### src/rtl/aob_pkg.sv
package aob_pkg;
    localparam int BUS_W  = 32;
    localparam int BE_W   = BUS_W / 8;
    localparam int HALF_W = BUS_W / 2;
    localparam int ADDR_W = 5;

    typedef logic [BUS_W-1:0] word_t;

    typedef struct packed {
        logic drive;    // read bus enabled this cycle
        logic rd_step;  // pop inbound at next edge
        logic rd_be;    // read lanes gated by byte enables
        logic wr_step;  // push outbound at next edge
        logic wr_be;    // write lanes gated by byte enables
        logic clash;    // dedicated and register strobes together
    } access_t;

    function automatic word_t lane_mask(input logic [BE_W-1:0] be,
                                        input logic use_be,
                                        input logic half);
        word_t m;
        for (int i = 0; i < BE_W; i++)
            m[8*i +: 8] = (use_be && !be[i]) ? 8'h00 : 8'hFF;
        if (half)
            m[BUS_W-1:HALF_W] = '0;
        return m;
    endfunction
endpackage

### src/rtl/aob_fifo.sv
module aob_fifo
    import aob_pkg::*;
#(
    parameter int DEPTH = 8
) (
    input  logic  clk,
    input  logic  rst,
    input  logic  push,
    input  word_t push_data,
    input  logic  pop,
    output word_t head,
    output logic  empty,
    output logic  full
);
    localparam int PTR_W = $clog2(DEPTH);
    localparam int CNT_W = $clog2(DEPTH + 1);

    word_t             mem [DEPTH];
    logic [PTR_W-1:0]  wp, rp;
    logic [CNT_W-1:0]  cnt;
    word_t             last_q;
    logic              do_push, do_pop;

    assign empty   = (cnt == '0);
    assign full    = (cnt == CNT_W'(DEPTH));
    assign do_push = push && !full;
    assign do_pop  = pop && !empty;
    assign head    = empty ? last_q : mem[rp];

    always_ff @(posedge clk) begin
        if (do_push)
            mem[wp] <= push_data;
    end

    always_ff @(posedge clk) begin
        if (rst) begin
            wp     <= '0;
            rp     <= '0;
            cnt    <= '0;
            last_q <= '0;
        end else begin
            if (do_push)
                wp <= (wp == PTR_W'(DEPTH - 1)) ? '0 : wp + 1'b1;
            if (do_pop) begin
                rp     <= (rp == PTR_W'(DEPTH - 1)) ? '0 : rp + 1'b1;
                last_q <= mem[rp];
            end
            cnt <= cnt + CNT_W'(do_push) - CNT_W'(do_pop);
        end
    end
endmodule

### src/rtl/aob_strobe_edge.sv
module aob_strobe_edge (
    input  logic clk,
    input  logic rst,
    input  logic en,
    input  logic strobe,
    output logic release_pulse
);
    logic s1, s2, s3, pulse_q;

    always_ff @(posedge clk) begin
        if (rst) begin
            s1      <= 1'b0;
            s2      <= 1'b0;
            s3      <= 1'b0;
            pulse_q <= 1'b0;
        end else begin
            s1      <= strobe;
            s2      <= s1;
            s3      <= s2;
            pulse_q <= en && s3 && !s2;
        end
    end

    assign release_pulse = pulse_q;
endmodule

### src/rtl/aob_access_decode.sv
module aob_access_decode
    import aob_pkg::*;
#(
    parameter logic [ADDR_W-1:0] PORT_ADDR = 5'h04
) (
    input  logic              cfg_async,
    input  logic              ab_sel,
    input  logic              ab_rd,
    input  logic              ab_wr,
    input  logic [ADDR_W-1:0] ab_addr,
    input  logic              fifo_rd,
    input  logic              fifo_wr,
    output access_t           acc
);
    logic hit, reg_rd, reg_wr, clash;

    assign hit    = ab_sel && (ab_addr == PORT_ADDR);
    assign reg_rd = hit && ab_rd;
    assign reg_wr = hit && ab_wr;
    assign clash  = (fifo_rd || fifo_wr) && (ab_rd || ab_wr);

    always_comb begin
        acc.clash   = clash;
        acc.drive   = !clash && (reg_rd || fifo_rd);
        acc.rd_step = !clash && (reg_rd || (fifo_rd && !cfg_async));
        acc.rd_be   = reg_rd;
        acc.wr_step = !clash && (reg_wr || (fifo_wr && !cfg_async));
        acc.wr_be   = reg_wr;
    end
endmodule

### src/rtl/aobus_fifo_port.sv
module aobus_fifo_port
    import aob_pkg::*;
#(
    parameter int                DEPTH     = 8,
    parameter logic [ADDR_W-1:0] PORT_ADDR = 5'h04
) (
    input  logic              clk,
    input  logic              rst,
    input  logic              cfg_async,
    input  logic              cfg_half,
    input  logic              ab_sel,
    input  logic              ab_rd,
    input  logic              ab_wr,
    input  logic [ADDR_W-1:0] ab_addr,
    input  logic [BE_W-1:0]   ab_be,
    input  logic              fifo_rd,
    input  logic              fifo_wr,
    input  logic [BUS_W-1:0]  ab_wdata,
    output logic [BUS_W-1:0]  ab_rdata,
    output logic              ab_rdata_oe,
    output logic              in_empty,
    output logic              out_full,
    output logic              port_err,
    input  logic              hp_push,
    input  logic [BUS_W-1:0]  hp_wdata,
    output logic              in_full,
    input  logic              hp_pop,
    output logic [BUS_W-1:0]  hp_rdata,
    output logic              out_empty
);
    access_t acc;
    logic    arel_rd, arel_wr;
    word_t   in_head, out_push_data, hold_q;
    logic    err_q;

    aob_access_decode #(.PORT_ADDR(PORT_ADDR)) u_dec (
        .cfg_async (cfg_async),
        .ab_sel    (ab_sel),
        .ab_rd     (ab_rd),
        .ab_wr     (ab_wr),
        .ab_addr   (ab_addr),
        .fifo_rd   (fifo_rd),
        .fifo_wr   (fifo_wr),
        .acc       (acc)
    );

    aob_strobe_edge u_rel_rd (
        .clk(clk), .rst(rst), .en(cfg_async), .strobe(fifo_rd), .release_pulse(arel_rd)
    );

    aob_strobe_edge u_rel_wr (
        .clk(clk), .rst(rst), .en(cfg_async), .strobe(fifo_wr), .release_pulse(arel_wr)
    );

    // Asynchronous write data is taken while the strobe is held.
    always_ff @(posedge clk) begin
        if (rst)
            hold_q <= '0;
        else if (cfg_async && fifo_wr)
            hold_q <= ab_wdata & lane_mask('0, 1'b0, cfg_half);
    end

    always_ff @(posedge clk) begin
        if (rst) err_q <= 1'b0;
        else     err_q <= err_q || acc.clash;
    end

    assign out_push_data = arel_wr ? hold_q
                                   : (ab_wdata & lane_mask(ab_be, acc.wr_be, cfg_half));

    aob_fifo #(.DEPTH(DEPTH)) u_in (
        .clk       (clk),
        .rst       (rst),
        .push      (hp_push),
        .push_data (hp_wdata),
        .pop       (acc.rd_step || arel_rd),
        .head      (in_head),
        .empty     (in_empty),
        .full      (in_full)
    );

    aob_fifo #(.DEPTH(DEPTH)) u_out (
        .clk       (clk),
        .rst       (rst),
        .push      (acc.wr_step || arel_wr),
        .push_data (out_push_data),
        .pop       (hp_pop),
        .head      (hp_rdata),
        .empty     (out_empty),
        .full      (out_full)
    );

    assign ab_rdata_oe = acc.drive;
    assign ab_rdata    = acc.drive ? (in_head & lane_mask(ab_be, acc.rd_be, cfg_half)) : '0;
    assign port_err    = err_q;
endmodule

### config.mk
export PLATFORM = sky130hd
export DESIGN_NAME = aobus_fifo_port
export DESIGN_NICKNAME = d
export VERILOG_FILES = /design/src/rtl/aob_pkg.sv /design/src/rtl/aob_fifo.sv /design/src/rtl/aob_strobe_edge.sv /design/src/rtl/aob_access_decode.sv /design/src/rtl/aobus_fifo_port.sv
export SDC_FILE = /design/constraint.sdc
export NUM_CORES = 1
export LEC_CHECK = 0
export BUFFER_PORTS_ARGS = -buffer_cell sky130_fd_sc_hd__buf_4
export CAP_MARGIN = 20
export CORE_MARGIN = 1.5
export CORE_UTILIZATION = 34
export CTS_CLUSTER_DIAMETER = 150
export CTS_CLUSTER_SIZE = 12
export DETAILED_ROUTE_END_ITERATION = 12
export PLACE_DENSITY_LB_ADDON = 0.1
export SLEW_MARGIN = 40
export SYNTH_ARGS = -nofsm -noshare
export SYNTH_HDL_FRONTEND = slang
export SYNTH_SLANG_ARGS = --single-unit
### constraint.sdc
create_clock -name clk -period 22.9 [get_ports clk]
set_clock_uncertainty 0.05 [all_clocks]
set_input_delay 6.87 -clock clk [delete_from_list [all_inputs] [get_ports clk]]
set_output_delay 6.87 -clock clk [all_outputs]
set_load 0.05 [all_outputs]
# == After elaboration in Yosys (flattened, before gate mapping) ==
# Memories as Yosys holds them, arrays and structs flattened. A register that Yosys moved wholly into a read port is not among the register bits.
# Index checks and enable logic that the tools add are counted.
# word_totals
reg_bits,125
elab_cells,115
output_inout_bits,70
input_bits,84
n_memories,2
mem_bits_rw,512
# op_classes
n_addsub,8
muxes,29
n_reduce_logical,48
n_bitwise,3
eq_ne,7
# mem_list
memory,depth,word_bits,rd,rd_ports_with_merged_regs,wr,line_no,rtl
u_in.mem,8,32,1,1,1,aob_fifo.sv:18,word_t mem [DEPTH];
u_out.mem,8,32,1,1,1,aob_fifo.sv:18,
# op_table
op,n
$mux 32,4
$and 32x32->32,3
$mux 16,5
$mux 8,8
$logic_and 1x1->1,26
$mux 3,8
$add 3x1->3 const B,4
$eq 3x3->1 const B,4
$logic_not 1->1,12
$add 4x1->4,2
$eq 4x4->1 const B,2
$logic_not 4->1,2
$logic_or 1x1->1,8
$sub 4x1->4,2
$eq 5x3->1 const B,1
$mux 1,4

# == Depth between registers and ports, before layout ==
# depth
depth_word,9
depth_mapped,14
depth_no_buf,12

# == By module ==
# Synthesis repeated with hierarchy kept, for this count alone.
# unflattened
hier_cells,1794
hier_area_um2,26823.2
# by_module_without_submodules
mod,seq_area_each_um2,cells_each,instances,area_each_um2
aob_fifo (u_out),8588.2,729,1,11971.5
aob_fifo (u_in),8588.2,729,1,11965.2
aobus_fifo_port,660.6,305,1,2543.7
aob_strobe_edge,80.1,8,2,118.9
aob_access_decode,0.0,15,1,105.1

# == Worst setup path before layout ==
# OpenSTA, ideal clock, no wires.
# synth_timing
path_kind,input to output
start,input port ab_addr[1]
end,output port ab_rdata[10]
n_path_buf,1
path_stages,5
setup_slack_ps,6945
required_ps,15980
arrival_ps,9035
path_cell_list,or4b_4 buf_4 nor3_1 o21ai_2 nor3_1
# synth_via
elab_chain_len,7
elab_cells_between_ends,9
cone_classes,eq/ne: 1; mux: 2; bitwise: 1; reduce/logical: 5
# synth_rtl
item,line_no,rtl
from (decl),aobus_fifo_port.sv:14,"input logic [ADDR_W-1:0] ab_addr,"
$eq 5x3->1 (*),aob_access_decode.sv:17,assign hit = ab_sel && (ab_addr == PORT_ADDR);
$logic_and 1x1->1 (*),aob_access_decode.sv:17,
$logic_and 1x1->1 (*),aob_access_decode.sv:18,assign reg_rd = hit && ab_rd;
$logic_and 1x1->1,aob_pkg.sv:23,m[8*i +: 8] = (use_be && !be[i]) ? 8'h00 : 8'hFF;
$mux 8,aob_pkg.sv:23,
$and 32x32->32,aobus_fifo_port.sv:94,"assign ab_rdata = acc.drive ? (in_head & lane_mask(ab_be, acc.rd_be, cfg_half)) : '0;"
$mux 32 (*),aobus_fifo_port.sv:94,
to (decl),aobus_fifo_port.sv:19,"output logic [BUS_W-1:0] ab_rdata,"
# Every way passes the cells marked *; elsewhere a longest branch is shown, timed or not.

# == Final worst setup path ==
# layout_timing
start,input port ab_addr[1]
end,output port ab_rdata[15]
# The elaborated chain is that of the path after synthesis.

==> impl_summary.log <==
INFO  metric run_status = finished, final reports clean
INFO  metric i_o_pin_cnt = 154
INFO  metric antenna_found_initial = 4
INFO  metric timing.slew.headroom = 0.465
INFO  metric first_pass_grt_wire_length = 96,100 um
INFO  metric cts-resized-gates = 0
INFO  metric num-nets-final = 1,828
INFO  metric setup_total_negative_slack = 0 ns
INFO  metric floorplan.initialDensity = 0.342
INFO  metric met1_usage = 0.234
INFO  metric worst_path_most_repeated_cell = sky130_fd_sc_hd__buf_4
INFO  metric maxCapViolCount = 0
INFO  metric placement.setup.worst_slack = a little over 7 ns
INFO  metric reg2reg_depth = 9
INFO  metric crit_buf_inv = 2
INFO  metric post_synth_and_or_nand_nor_area_fraction = 0.0686
INFO  metric cp.required = around 16 ns
INFO  metric period_minus_ws_final = 15.78 ns
INFO  metric synth.yosys.warnings = 0
INFO  metric dominantRegCellSynth = sky130_fd_sc_hd__edfxtp_1
INFO  metric r2r_slack = 19.59 ns
INFO  metric cts-buffers-inserted = 59
INFO  metric synth-xor-area-share = 0.00138
INFO  metric worstSetupPathDepth = 6
INFO  metric final-setup-viol-count = 0
INFO  metric leakage = 9.59 nW
INFO  metric start_to_end_type_of_the_worst_setup_path = primary input to output port
INFO  metric via_count_of_the_first_global_routing_pass = 14,500
INFO  metric postLayoutCellArea = 29,500 um^2
INFO  metric synth_seq_area_share = 0.709
INFO  metric critical_path_peak_fanout = 12
INFO  metric final.setup.worst_slack = just over 7 ns
INFO  metric postSynthAreaPerCell = 16.2 um^2
INFO  metric worstSetupEndpoint = ab_rdata[15]
INFO  metric routed_wirelength = 64,700 um
INFO  metric detail_route.iter0.violations = 1,109
INFO  metric total_nets_after_synthesis = 1,676
INFO  metric clock_tree_from_tritoncts = yes
INFO  metric port_buffers = between 150 and 200
INFO  metric route.antenna.remaining_nets = 0
INFO  metric avgRoutedWirePerCell = 23.6 um
INFO  metric crit-reg2reg-launch = u_in.cnt[2]$_SDFF_PP0_
INFO  metric die_area = 76,400 um^2
INFO  metric clock_tree.buffer_depth = 3
INFO  metric drive_gt1_frac = 0.253
INFO  metric syn_inst = 1,570
INFO  metric critical_path.top_delay_family = compound AO/OA/AOI/OAI gates
INFO  metric grt_remaining_overflow = 0
INFO  metric vertical_extent_of_the_die = approximately 280 um
INFO  metric fin_crit_sh = 0.689
INFO  metric clock_sink_count = 643
INFO  metric h_tree_lvl_count = 2
INFO  metric synth_top_area_frac = 0.605
INFO  metric top_usage_layer = met2
INFO  metric core = 74,200 um^2
INFO  metric mostFrequentLayoutCells = 512 x sky130_fd_sc_hd__edfxtp_1, 184 x sky130_fd_sc_hd__buf_4, 141 x sky130_fd_sc_hd__nor2_1
INFO  metric largest_net_degree_at_the_start_of_global_routing = 70
INFO  metric cp-end-kind = output port
INFO  metric post_cts.repair.setup_buffers = 0
INFO  metric dr.pass1.iters = 5
INFO  metric synth_top_family_by_area = multiplexers
INFO  metric gpl.final_weighted_congestion = 0.744
INFO  metric startpoint = ab_addr[1]
INFO  metric cts.reportedPaths.clkPinSlew = around 0.060 ns
INFO  metric place_hpwl = approximately 36,000 um
INFO  metric placement.cell_area = 27,800 um^2
INFO  metric synth_enable_flop_cells = 512
INFO  metric die-width = ~280 um
INFO  metric critPathArrivalTime = 8.86 ns
INFO  metric post_synth_main_area_contributors = sky130_fd_sc_hd__edfxtp_1 61%, sky130_fd_sc_hd__mux4_2 11%, sky130_fd_sc_hd__dfxtp_1 10%, sky130_fd_sc_hd__a21oi_1 2.3%, sky130_fd_sc_hd__nor2_1 2.1%
INFO  metric synth.cell_area = approximately 25,000 um^2
INFO  metric gr-usage-met3 = 0.0272
INFO  metric final.hold.worst_slack = 0.361 ns
INFO  metric synth_top_area_cell = sky130_fd_sc_hd__edfxtp_1
INFO  metric clock_root_buffer = sky130_fd_sc_hd__clkbuf_16
INFO  metric post_synth_num_cell_types = 46
INFO  metric slowest_delay = 0.62 ns
INFO  metric area_growth = 16.2%
INFO  metric vias_per_cell = 5.12
INFO  metric final_report_hold_violation_count = 0
INFO  metric timing.fmax = between 60 and 70 MHz
INFO  metric synthArstFlopShare = 0
INFO  metric drc = 0
INFO  metric crit_path_top_delay_cell = sky130_fd_sc_hd__or4b_4
INFO  metric overall_via_count_from_detail_route = ~14,000
INFO  metric worstPathCellList = buf_4 -> or4b_4 -> o21a_1 -> o21ai_2 -> nor3_1 -> buf_4
INFO  metric insertion_delay = 0.63 ns
INFO  metric rsz0062_at_grt = no
INFO  metric synthMuxAreaShare = 0.140
INFO  metric crit_path_start_kind = primary input
INFO  metric post_cts_hold_buffer_count = 0
INFO  metric synth.ff_latch_count = around 640
INFO  metric track_usage = 0.169
INFO  metric final_common_cell = sky130_fd_sc_hd__edfxtp_1
INFO  metric global_route.usage.met2 = 0.278
INFO  metric holdCritPathClass = flop to flop
INFO  metric powerDensity = roughly 110 nW/um^2
INFO  metric finalMaxSlewViolations = 0
INFO  metric worst_ir_drop_vdd = around 57 uV
INFO  metric floorplan.rows = 100
INFO  metric max_slew.worst_pin.slew = 0.803 ns
INFO  metric synthAdderAreaFrac = 0.0114
INFO  metric compound_gate_fraction_of_synth_area = 0.0508
-- area by class of cell --
cell class	instances	area (um^2)
clock inverter	3	35.0
inverter	25	93.8
antenna	3	7.51
tap	969	1210
sequential	643	18000
fill	6860	44700
multi-input combinational	805	7070
clock buffer	108	1660
timing repair buffer	188	1430
-- metrics by stage --
step | util | total power, W | std cells
2_1_floorplan | - | 0.00200 | 1570
3_3_place_gp | 0.374 | 0.00228 | 2630
3_5_place_dp | 0.375 | 0.00229 | 2630
4_1_cts | 0.398 | 0.00321 | 2741
5_1_grt | 0.398 | 0.00331 | 2741
6_report | 0.398 | 0.00316 | 2744
-- where the power goes --
group	switching [W]	internal, W
Sequential	0.0000360	0.00133
Combinational	0.000598	0.000287
Clock	0.000426	0.000486
Total	0.00106	0.00210
-- how the worst min path moves through the flow --
| stage | cells after the start | slack [ns] | endpoint | start |
|---|---|---|---|---|
| after global routing | 1 | 0.37 | u_rel_wr.release_pulse$_SDFF_PP0_ | u_rel_wr.s2$_SDFF_PP0_ |
| final | 1 | 0.36 | u_rel_wr.release_pulse$_SDFF_PP0_ | u_rel_wr.s2$_SDFF_PP0_ |
| after global placement | 1 | 0.35 | u_rel_wr.release_pulse$_SDFF_PP0_ | u_rel_wr.s2$_SDFF_PP0_ |
| after detailed placement | 1 | 0.34 | u_rel_wr.release_pulse$_SDFF_PP0_ | u_rel_wr.s2$_SDFF_PP0_ |
| after CTS | 1 | 0.36 | u_rel_wr.release_pulse$_SDFF_PP0_ | u_rel_wr.s2$_SDFF_PP0_ |
| after floorplan | 1 | 0.34 | u_rel_rd.release_pulse$_SDFF_PP0_ | u_rel_rd.s2$_SDFF_PP0_ |
-- logic make-up after synthesis --
group / count (synthesis)
muxes: 191
adders and majority gates: 22
DFF: 643
buffers and inverters: 122
xor gates and xnor gates: 4
AOI/OAI and AO/OA: 205
and+or+nand+nor: 383
-- synthesized netlist by cell type (all sizes together), types with 12 or more instances --
| cell type | n |
|---|---|
| edfxtp | 512 |
| nor2 | 145 |
| dfxtp | 131 |
| mux4 | 128 |
| a21oi | 116 |
| nor3 | 104 |
| nand2 | 79 |
| clkbuf | 69 |
| a211oi | 34 |
| a22o | 32 |
| mux2i | 32 |
| mux2 | 31 |
| buf | 28 |
| nor2b | 25 |
| inv | 24 |
| ha | 20 |
| o21ai | 12 |
-- routing by layer --
metal,share of wire,vias to the layer above
li1,-,6393
met1,0.46,7275
met2,0.48,300
met3,0.045,84
met4,0.022,4
met5,0.00034,-
-- flip-flops by register name (all words and copies together) (netlist names), 3 cells and up, named ones only --
signal        count
u_out.cnt         4
u_in.mem        256
hold_q           32
u_out.mem       256
u_out.last_q     32
u_in.wp           3
u_in.cnt          4
u_in.rp           3
u_out.wp          3
u_out.rp          3
u_in.last_q      32
Power figures use the tool's default switching activity.
